**config.mk**
```make
export PLATFORM = sky130hd
export DESIGN_NAME = irq_aggregator
export DESIGN_NICKNAME = d
export VERILOG_FILES = /design/src/rtl/irq_aggregator.sv
export SDC_FILE = /design/constraint.sdc
export NUM_CORES = 1
export LEC_CHECK = 0
export BUFFER_PORTS_ARGS = -buffer_cell sky130_fd_sc_hd__buf_4
export CORE_UTILIZATION = 48
export CTS_CLUSTER_SIZE = 10
export DETAILED_ROUTE_END_ITERATION = 10
export PLACE_DENSITY = 0.78
export SYNTH_ARGS = -nofsm -noshare
export SYNTH_HDL_FRONTEND = slang
export SYNTH_SLANG_ARGS = --single-unit
export TNS_END_PERCENT = 30
```
**constraint.sdc**
```tcl
create_clock -name clk -period 2 [get_ports clk]
set_clock_uncertainty 0.15 [all_clocks]
set_input_delay 0.6 -clock clk [delete_from_list [all_inputs] [get_ports clk]]
set_output_delay 0.6 -clock clk [all_outputs]
set_load 0.1 [all_outputs]
```
**src/rtl/irq_aggregator.sv**
```systemverilog
module irq_aggregator #(
  parameter int NSRC = 8,
  parameter int LVLW = 3
) (
  input  logic            clk,
  input  logic            rst_n,
  input  logic [NSRC-1:0] evt,
  input  logic [1:0]      bus_addr,
  input  logic            bus_wr,
  input  logic [NSRC-1:0] bus_wdata,
  output logic [NSRC-1:0] bus_rdata,
  input  logic            gie,
  input  logic [LVLW-1:0] cpu_level,
  input  logic            ack,
  output logic            req,
  output logic            cpu_irq
);
  localparam logic [1:0] A_PEND = 2'd0;
  localparam logic [1:0] A_MASK = 2'd1;
  localparam logic [1:0] A_CTRL = 2'd2;

  logic [NSRC-1:0] pend, mask, clr;
  logic [LVLW-1:0] lvl;
  logic            ack_unused;

  assign ack_unused = ack;
  assign clr = (bus_wr && bus_addr == A_PEND) ? ~bus_wdata : '0;

  always_ff @(posedge clk or negedge rst_n)
    if (!rst_n) begin
      pend <= '0;
      mask <= '0;
      lvl  <= '0;
    end else begin
      pend <= (pend & ~clr) | evt;
      if (bus_wr && bus_addr == A_MASK) mask <= bus_wdata;
      if (bus_wr && bus_addr == A_CTRL) lvl  <= bus_wdata[LVLW-1:0];
    end

  assign req     = |(pend & mask);
  assign cpu_irq = gie && req && (lvl != '0) && (lvl > cpu_level);

  always_comb
    case (bus_addr)
      A_PEND:  bus_rdata = pend;
      A_MASK:  bus_rdata = mask;
      A_CTRL:  bus_rdata = NSRC'({req, lvl});
      default: bus_rdata = '0;
    endcase
endmodule

```
==> results of run 1 <==
## placed cells by master, fill, tap and decap left out, drive strengths merged
master and count:
a211oi 1, ha 3, nand3 1, mux2i 7, nand2 4, nor2b 2
mux2 11, inv 5, o311ai 1, and4 1, nand2b 9, a21oi 1
or3b 1, dlygate4sd3 1, clkbuf 4, o21ai 13, dfrtp 19, a22oi 4
nand3b 1, nor2 4, nor3b 1, buf 53
## metal layers
layer | global-route usage [%] | wire [µm] | up-vias | share of wire, %
li1 | - | - | 438 | -
met5 | 0 | 0 | - | 0
met4 | 11.7 | 164 | 0 | 5.5
met2 | 47.9 | 1530 | 56 | 51
met3 | 5.66 | 155 | 17 | 5.2
met1 | 32.0 | 1140 | 470 | 38
## final timing paths
kind	to	cells past startpoint
setup / recovery	cpu_irq	5
hold / removal	pend[4]$_DFF_PN0_	2
setup reg to reg	lvl[1]$_DFFE_PN0P_	3
hold reg to reg	mask[5]$_DFFE_PN0P_	1
max in group asynchronous	lvl[1]$_DFFE_PN0P_	2
min in group asynchronous	pend[5]$_DFF_PN0_	2
## critical path, stage by stage, from the launching register on
cell and delay (ns):
dfrtp_1 0.42, ha_4 0.28, nor2b_4 0.13, o21ai_2 0.07
a211oi_4 0.24, buf_12 0.21
## sequential cells by signal, indices dropped and copies added, names as in the netlist
register	flops
lvl	3
pend	8
mask	8
## cell type report
type,instances,area share (%)
well taps,27,1.98
flip-flops and latches,19,27.8
repair buffers,54,30.7
clock buffers,4,1.54
multi-input cells,65,36.3
inverters,5,1.68
## per-stage QoR
stage                     utilization, %  cells  setup WS (ns)
after floorplan                        -     92         -0.698
after global placement              75.5    164         -0.474
after detailed placement            75.5    164         -0.493
after CTS                           85.7    173         -0.403
after global routing                87.1    174         -0.469
final                               87.1    174         -0.401
## kinds of logic after synthesis
| kind of cell | share of synthesized area [%] |
|---|---|
| and+or+nand+nor | 14.1 |
| AOI/OAI and AO/OA | 11.6 |
| DFF | 47.5 |
| muxes | 19.4 |
| buffers and inverters | 3.63 |
| adders and majority gates | 3.75 |
## repair_timing
| item | CTS | global route |
|---|---|---|
| gates cloned | 0 | 0 |
| resized for setup | 34 | 5 |
| hold buffers | 1 | 0 |
| endpoints found under the setup margin | 10 | 10 |
| setup buffers | 4 | 1 |
| endpoints found under the hold margin | 19 | 0 |
| pin swaps | 6 | 1 |
## where the power goes
group	internal (mW)	leakage (nW)	switching [mW]	total, mW
combinational	0.290	0.538	0.339	0.629
clock	0.0779	0.0150	0.122	0.200
sequential	0.432	0.203	0.0429	0.475
total	0.800	0.756	0.504	1.30
==> results.yml, run 1 <==
critical_path:
  reg2reg_setup_slack_ns: 0.77
  cp.arrival_ns: 1.65
  critical_path.startpoint: "lvl[1]$_DFFE_PN0P_"
  startpoint_type: "flop"
  critPathKind: "flop to primary output"
  end_kind: "primary output"
  crit_fanout: 2
  rr_startpoint: "lvl[1]$_DFFE_PN0P_"
  cp_data_required_time_ns: 1.25
timing:
  rsz0062_at_grt: "yes"
  worst_pin_slew_ns: 0.314
  fin_crit_ns: 2.40
  fin_crit_sh_pct: 120
  finalSetupTns_ns: -1.77
  relSlewSlack_pct: 79.0
  report.final.slew_viol_count: 0
  worst_slack_ns: -0.401
  fin_hold_ws_ns: 0.320
  setup_viol: 10
  fmax_mhz: 417
  hold_viol_final: 0
clock_tree:
  clockRootBuffer: "clkbuf_4"
  numCtsBuffers: 3
  clk_latency_ns: 0.30
  cts.sinks: 19
  cts_tree: "done"
  path_clk_slew_ns: 0.11
  clockBufferDepth: 2
  htree_levels: 1
finish:
  final_area_mm2: 0.00171
  fillCellCount: 97
  multi_input_area_um2: 619
  area_growth_pct: 70.6
  post_route_cells_drive_above_1_share_pct: 63.3
  layout.nets: 177
  regArea_um2: 475
  antenna_cells: 0
synthesis:
  yosysTopAreaCell: "dfrtp_1"
  ys_types: 23
  synthArstFlopShare_pct: 100
  synth_edf_count: 0
  synthTopCellsByCount: "19 x dfrtp_1, 13 x o21ai_0, 11 x mux2_2"
  syn_area_per_cell_um2: 10.9
  synthesis.nets: 121
  ys_seq_area_share_pct: 47.5
  ys_seq_elements: 19
  synthTopCellsByArea: "dfrtp_1 48%, mux2_2 12%, mux2i_1 7.0%"
  yosys_most_used_dff: "dfrtp_1"
  synth_area_mm2: 0.00100
  yosysMostFrequentCell: "dfrtp_1"
  yosys_warnings: 0
  synth.top_cell.area_share_pct: 47.5
  syn_inst: 92
min_path:
  hold_path_class: "input port to flop"
  hp-start: "evt[4]"
detailed_routing:
  drt-total-wl_um: 2990
  avgRoutedWirePerCell_um: 17.2
  drc_errors: 0
  dr.pass1.iters: 4
  detail-route-antenna-nets: 0
  via_count: 981
  vias_per_cell: 5.64
  first_iter_violations: 23
floorplan:
  initial_core_util_pct: 51.0
  num_rows: 16
  io_pins: 36
  die_area_mm2: 0.00227
  die_h_um: 47.7
  die_w_um: 47.7
  coreArea_mm2: 0.00196
placed_design:
  io_buffers: 34
  gp_congestion: 0.721
  dpl_cell_area_mm2: 0.00148
  hpwl_um: 1820
power_and_ir_drop:
  p_total_mw: 1.30
  cellPowerDensity_mw_per_mm2: 763
  irDropWorstVdd_uv: 685
  power.leakage_nw: 0.756
grt:
  grt_max_degree: 20
  grt.total_usage_pct: 27.2
  grt_pass1_vias: 895
  grt_overflow: 0
  grt_antenna_before_repair: 0
  grt_pass1_wl_um: 4020
flow_run:
  cap_violations: 0
outcome:
  status: "finished with violations"
  violations: "setup timing"
Power figures use the tool's default switching activity.
==> run 2, diff against run 1 <==
clock period = 2.3 ns   (was 2 ns; I/O delays follow)
==> results.yml, run 2 (same netlist as run 1, synthesis figures left out) <==
outcome:
  status: "finished with violations"
  violations: "setup timing"
detailed_routing:
  detail-route-antenna-nets: 0
  avgRoutedWirePerCell_um: 16.1
  dr.pass1.iters: 4
  via_count: 899
  drt-total-wl_um: 2620
  drc_errors: 0
  vias_per_cell: 5.52
  first_iter_violations: 18
power_and_ir_drop:
  irDropWorstVdd_uv: 607
  p_total_mw: 1.10
  cellPowerDensity_mw_per_mm2: 671
  power.leakage_nw: 0.710
timing:
  worst_pin_slew_ns: 0.281
  relSlewSlack_pct: 81.2
  fin_hold_ws_ns: 0.0876
  hold_viol_final: 0
  fin_crit_ns: 2.55
  fmax_mhz: 392
  finalSetupTns_ns: -0.367
  fin_crit_sh_pct: 111
  report.final.slew_viol_count: 0
  setup_viol: 6
  rsz0062_at_grt: "yes"
  worst_slack_ns: -0.251
floorplan:
  die_w_um: 47.7
  die_area_mm2: 0.00227
  coreArea_mm2: 0.00196
  num_rows: 16
  io_pins: 36
  initial_core_util_pct: 51.0
  die_h_um: 47.7
placed_design:
  io_buffers: 34
  hpwl_um: 1820
  dpl.cell_count: 159
  gp_congestion: 0.736
critical_path:
  crit_family: "buffers and inverters"
  cp_data_required_time_ns: 1.46
  max_stage_delay_ns: 0.26
  end_kind: "primary output"
  critPathSlowestCell: "ha_4"
  crit_fanout: 2
  crit_chain: "buf_8, inv_8, ha_4, nor2b_4, o21ai_2, a211oi_4, buf_12"
  cp.buffers_inverters: 3
  critPathKind: "input port to primary output"
  startpoint_type: "input port"
  cp.arrival_ns: 1.71
finish:
  post_route_cells_drive_above_1_share_pct: 61.0
  antenna_cells: 0
  reg_top3: "mask: 8 flops, pend: 8 flops, lvl: 3 flops"
  final_common_cell: "buf_4"
  layout.nets: 166
  area_growth_pct: 63.5
  multi_input_area_um2: 637
  regArea_um2: 475
  fillCellCount: 119
  layout_common_cells: "32 x buf_4, 19 x dfrtp_1, 11 x mux2_2"
  final_cell_count_no_fill: 163
  utilization_pct: 83.4
clock_tree:
  htree_levels: 1
  clockRootBuffer: "clkbuf_4"
  clockBufferDepth: 2
  cts.sinks: 19
  clk_latency_ns: 0.30
  numCtsBuffers: 3
  cts_hold_buffers: 0
  cts_tree: "done"
  path_clk_slew_ns: 0.10
grt:
  grt_pass1_vias: 845
  grt_max_degree: 20
  grt_antenna_before_repair: 0
  grt_overflow: 0
  grt.total_usage_pct: 24.7
  grt_pass1_wl_um: 3730
flow_run:
  cap_violations: 0
min_path:
  hold_path_class: "input port to async pin"
run 2: final timing paths:
| kind | cells after the start | slack, ns | end | from |
|---|---|---|---|---|
| setup / recovery | 7 | -0.25 | cpu_irq | cpu_level[1] |
| hold / removal | 1 | 0.09 | pend[5]$_DFF_PN0_ | rst_n |
| setup reg to reg | 2 | 1.20 | lvl[2]$_DFFE_PN0P_ | lvl[2]$_DFFE_PN0P_ |
| hold reg to reg | 1 | 0.40 | mask[7]$_DFFE_PN0P_ | mask[7]$_DFFE_PN0P_ |
| max in group asynchronous | 1 | 1.72 | pend[3]$_DFF_PN0_ | rst_n |
| min in group clk | 1 | 0.40 | mask[7]$_DFFE_PN0P_ | mask[7]$_DFFE_PN0P_ |
run 2: report_power, final:
part	leakage [nW]	switching [mW]	internal (mW)
clock	0.0150	0.104	0.0677
combinational	0.491	0.287	0.226
sequential	0.203	0.0368	0.375
run 2: area by class of cell:
| class | count | area share (%) |
|---|---|---|
| multi-input combinational | 65 | 38.9 |
| sequential | 19 | 29.1 |
| timing repair buffer | 43 | 26.8 |
| tap | 27 | 2.06 |
| clock buffer | 4 | 1.61 |
| inverter | 5 | 1.61 |
run 2: timing repair:
| item | 4_1_cts | 5_1_grt |
|---|---|---|
| pin swaps | 5 | 2 |
| endpoints found under the hold margin | 0 | 0 |
| resized for setup | 29 | 10 |
| endpoints found under the setup margin | 9 | 9 |
| setup buffers | 0 | 0 |
run 2: stage by stage:
stage | instance area [µm²] | setup slack, ns
3_5_place_dp | 1440 | -0.365
2_1_floorplan | 1120 | -0.578
6_report | 1640 | -0.251
3_3_place_gp | 1440 | -0.354
5_1_grt | 1640 | -0.278
4_1_cts | 1600 | -0.235
run 2: layer usage:
| metal | vias to the layer above | wire length (µm) | track usage [%] |
|---|---|---|---|
| met5 | - | 0 | 0 |
| met1 | 449 | 1090 | 30.5 |
| met2 | 30 | 1380 | 41.4 |
| met3 | 8 | 86 | 3.40 |
| met4 | 0 | 64 | 14.4 |
| li1 | 412 | - | - |
==> run 3, diff against run 2 <==
SKIP_CTS_REPAIR_TIMING = 1   (was not set)
==> results.yml, run 3 (same netlist as run 1, synthesis figures left out) <==
floorplan:
  die_h_um: 47.7
  initial_core_util_pct: 51.0
  die_area_mm2: 0.00227
  num_rows: 16
  coreArea_mm2: 0.00196
  die_w_um: 47.7
  io_pins: 36
clock_tree:
  clockBufferDepth: 2
  clockRootBuffer: "clkbuf_4"
  cts_tree: "done"
  clk_latency_ns: 0.30
  htree_levels: 1
  numCtsBuffers: 3
  path_clk_slew_ns: 0.10
  cts.sinks: 19
finish:
  area_growth_pct: 61.6
  final_cell_count_no_fill: 165
  multi_input_area_um2: 637
  layout_common_cells: "36 x buf_4, 19 x dfrtp_1, 11 x mux2_2"
  antenna_cells: 0
  final_area_mm2: 0.00162
  final_common_cell: "buf_4"
  regArea_um2: 475
  utilization_pct: 82.5
  reg_top3: "mask: 8 flops, pend: 8 flops, lvl: 3 flops"
  layout.nets: 168
  post_route_cells_drive_above_1_share_pct: 62.3
  fillCellCount: 115
power_and_ir_drop:
  p_total_mw: 1.08
  irDropWorstVdd_uv: 488
  power.leakage_nw: 0.707
  cellPowerDensity_mw_per_mm2: 669
flow_run:
  cap_violations: 0
grt:
  grt_overflow: 0
  grt.total_usage_pct: 21.8
  grt_max_degree: 20
  grt_pass1_wl_um: 3290
  grt_pass1_vias: 760
  grt_antenna_before_repair: 0
timing:
  report.final.slew_viol_count: 0
  worst_pin_slew_ns: 0.283
  worst_slack_ns: -0.244
  hold_viol_final: 0
  fin_hold_ws_ns: 0.0868
  rsz0062_at_grt: "yes"
  fin_crit_sh_pct: 111
  fin_crit_ns: 2.54
  fmax_mhz: 393
  finalSetupTns_ns: -0.377
  setup_viol: 6
  relSlewSlack_pct: 81.3
placed_design:
  dp_slack_ns: -0.365
  dpl_cell_area_mm2: 0.00144
  gp_congestion: 0.736
  hpwl_um: 1820
  dpl.cell_count: 159
  io_buffers: 34
critical_path:
  end_kind: "primary output"
  reg2reg_setup_slack_ns: 1.18
  crit_fanout: 2
  critical_path.startpoint: "cpu_level[1]"
  rr_startpoint: "lvl[2]$_DFFE_PN0P_"
  startpoint_type: "input port"
  r2r_end: "lvl[2]$_DFFE_PN0P_"
  cp.arrival_ns: 1.70
  reg2reg_depth: 2
  critPathKind: "input port to primary output"
  setup.worst_path.end: "cpu_irq"
  cp_data_required_time_ns: 1.46
detailed_routing:
  avgRoutedWirePerCell_um: 15.5
  vias_per_cell: 5.50
  detail-route-antenna-nets: 0
  drc_errors: 0
  dr.pass1.iters: 4
  drt-total-wl_um: 2560
  first_iter_violations: 23
  via_count: 907
outcome:
  status: "finished with violations"
  violations: "setup timing"
min_path:
  hold_path_class: "input port to async pin"
==> run 3: cell types whose count changed in the layout (fill, tap and decap cells not counted), sizes merged <==
cell  previous run  this run
buf             43        45
==> run 3: worst min path at each step <==
stage,start,endpoint,depth (start not counted)
after floorplan,rst_n,lvl[0]$_DFFE_PN0P_,0
after global placement,mask[4]$_DFFE_PN0P_,mask[4]$_DFFE_PN0P_,1
after detailed placement,mask[1]$_DFFE_PN0P_,mask[1]$_DFFE_PN0P_,1
after CTS,rst_n,mask[0]$_DFFE_PN0P_,1
after global routing,rst_n,mask[0]$_DFFE_PN0P_,1
final,rst_n,pend[5]$_DFF_PN0_,1
==> run 3: routing by layer <==
layer | vias up | GRT usage, % | wire length, µm
li1 | 413 | - | -
met1 | 458 | 28.4 | 1010
met2 | 29 | 35.9 | 1380
met3 | 7 | 2.26 | 117
met4 | 0 | 11.7 | 53
met5 | - | 0 | 0
==> run 3: worst max-delay path: stages <==
cell and delay (ns):
buf_8 0.08, inv_8 0.03, ha_4 0.26, nor2b_4 0.14, o21ai_2 0.07, a211oi_4 0.23, buf_12 0.21
==> run 3: area by class of cell <==
type / instances / share of cell area [%]
clock buffer: 4 / 1.62
inverter: 5 / 1.62
multi-input combinational: 65 / 39.4
sequential: 19 / 29.4
tap: 27 / 2.09
timing repair buffer: 45 / 25.9
==> run 3: power by group <==
part	internal (mW)	switching (mW)
Clock	0.0677	0.103
Sequential	0.375	0.0360
Combinational	0.215	0.285
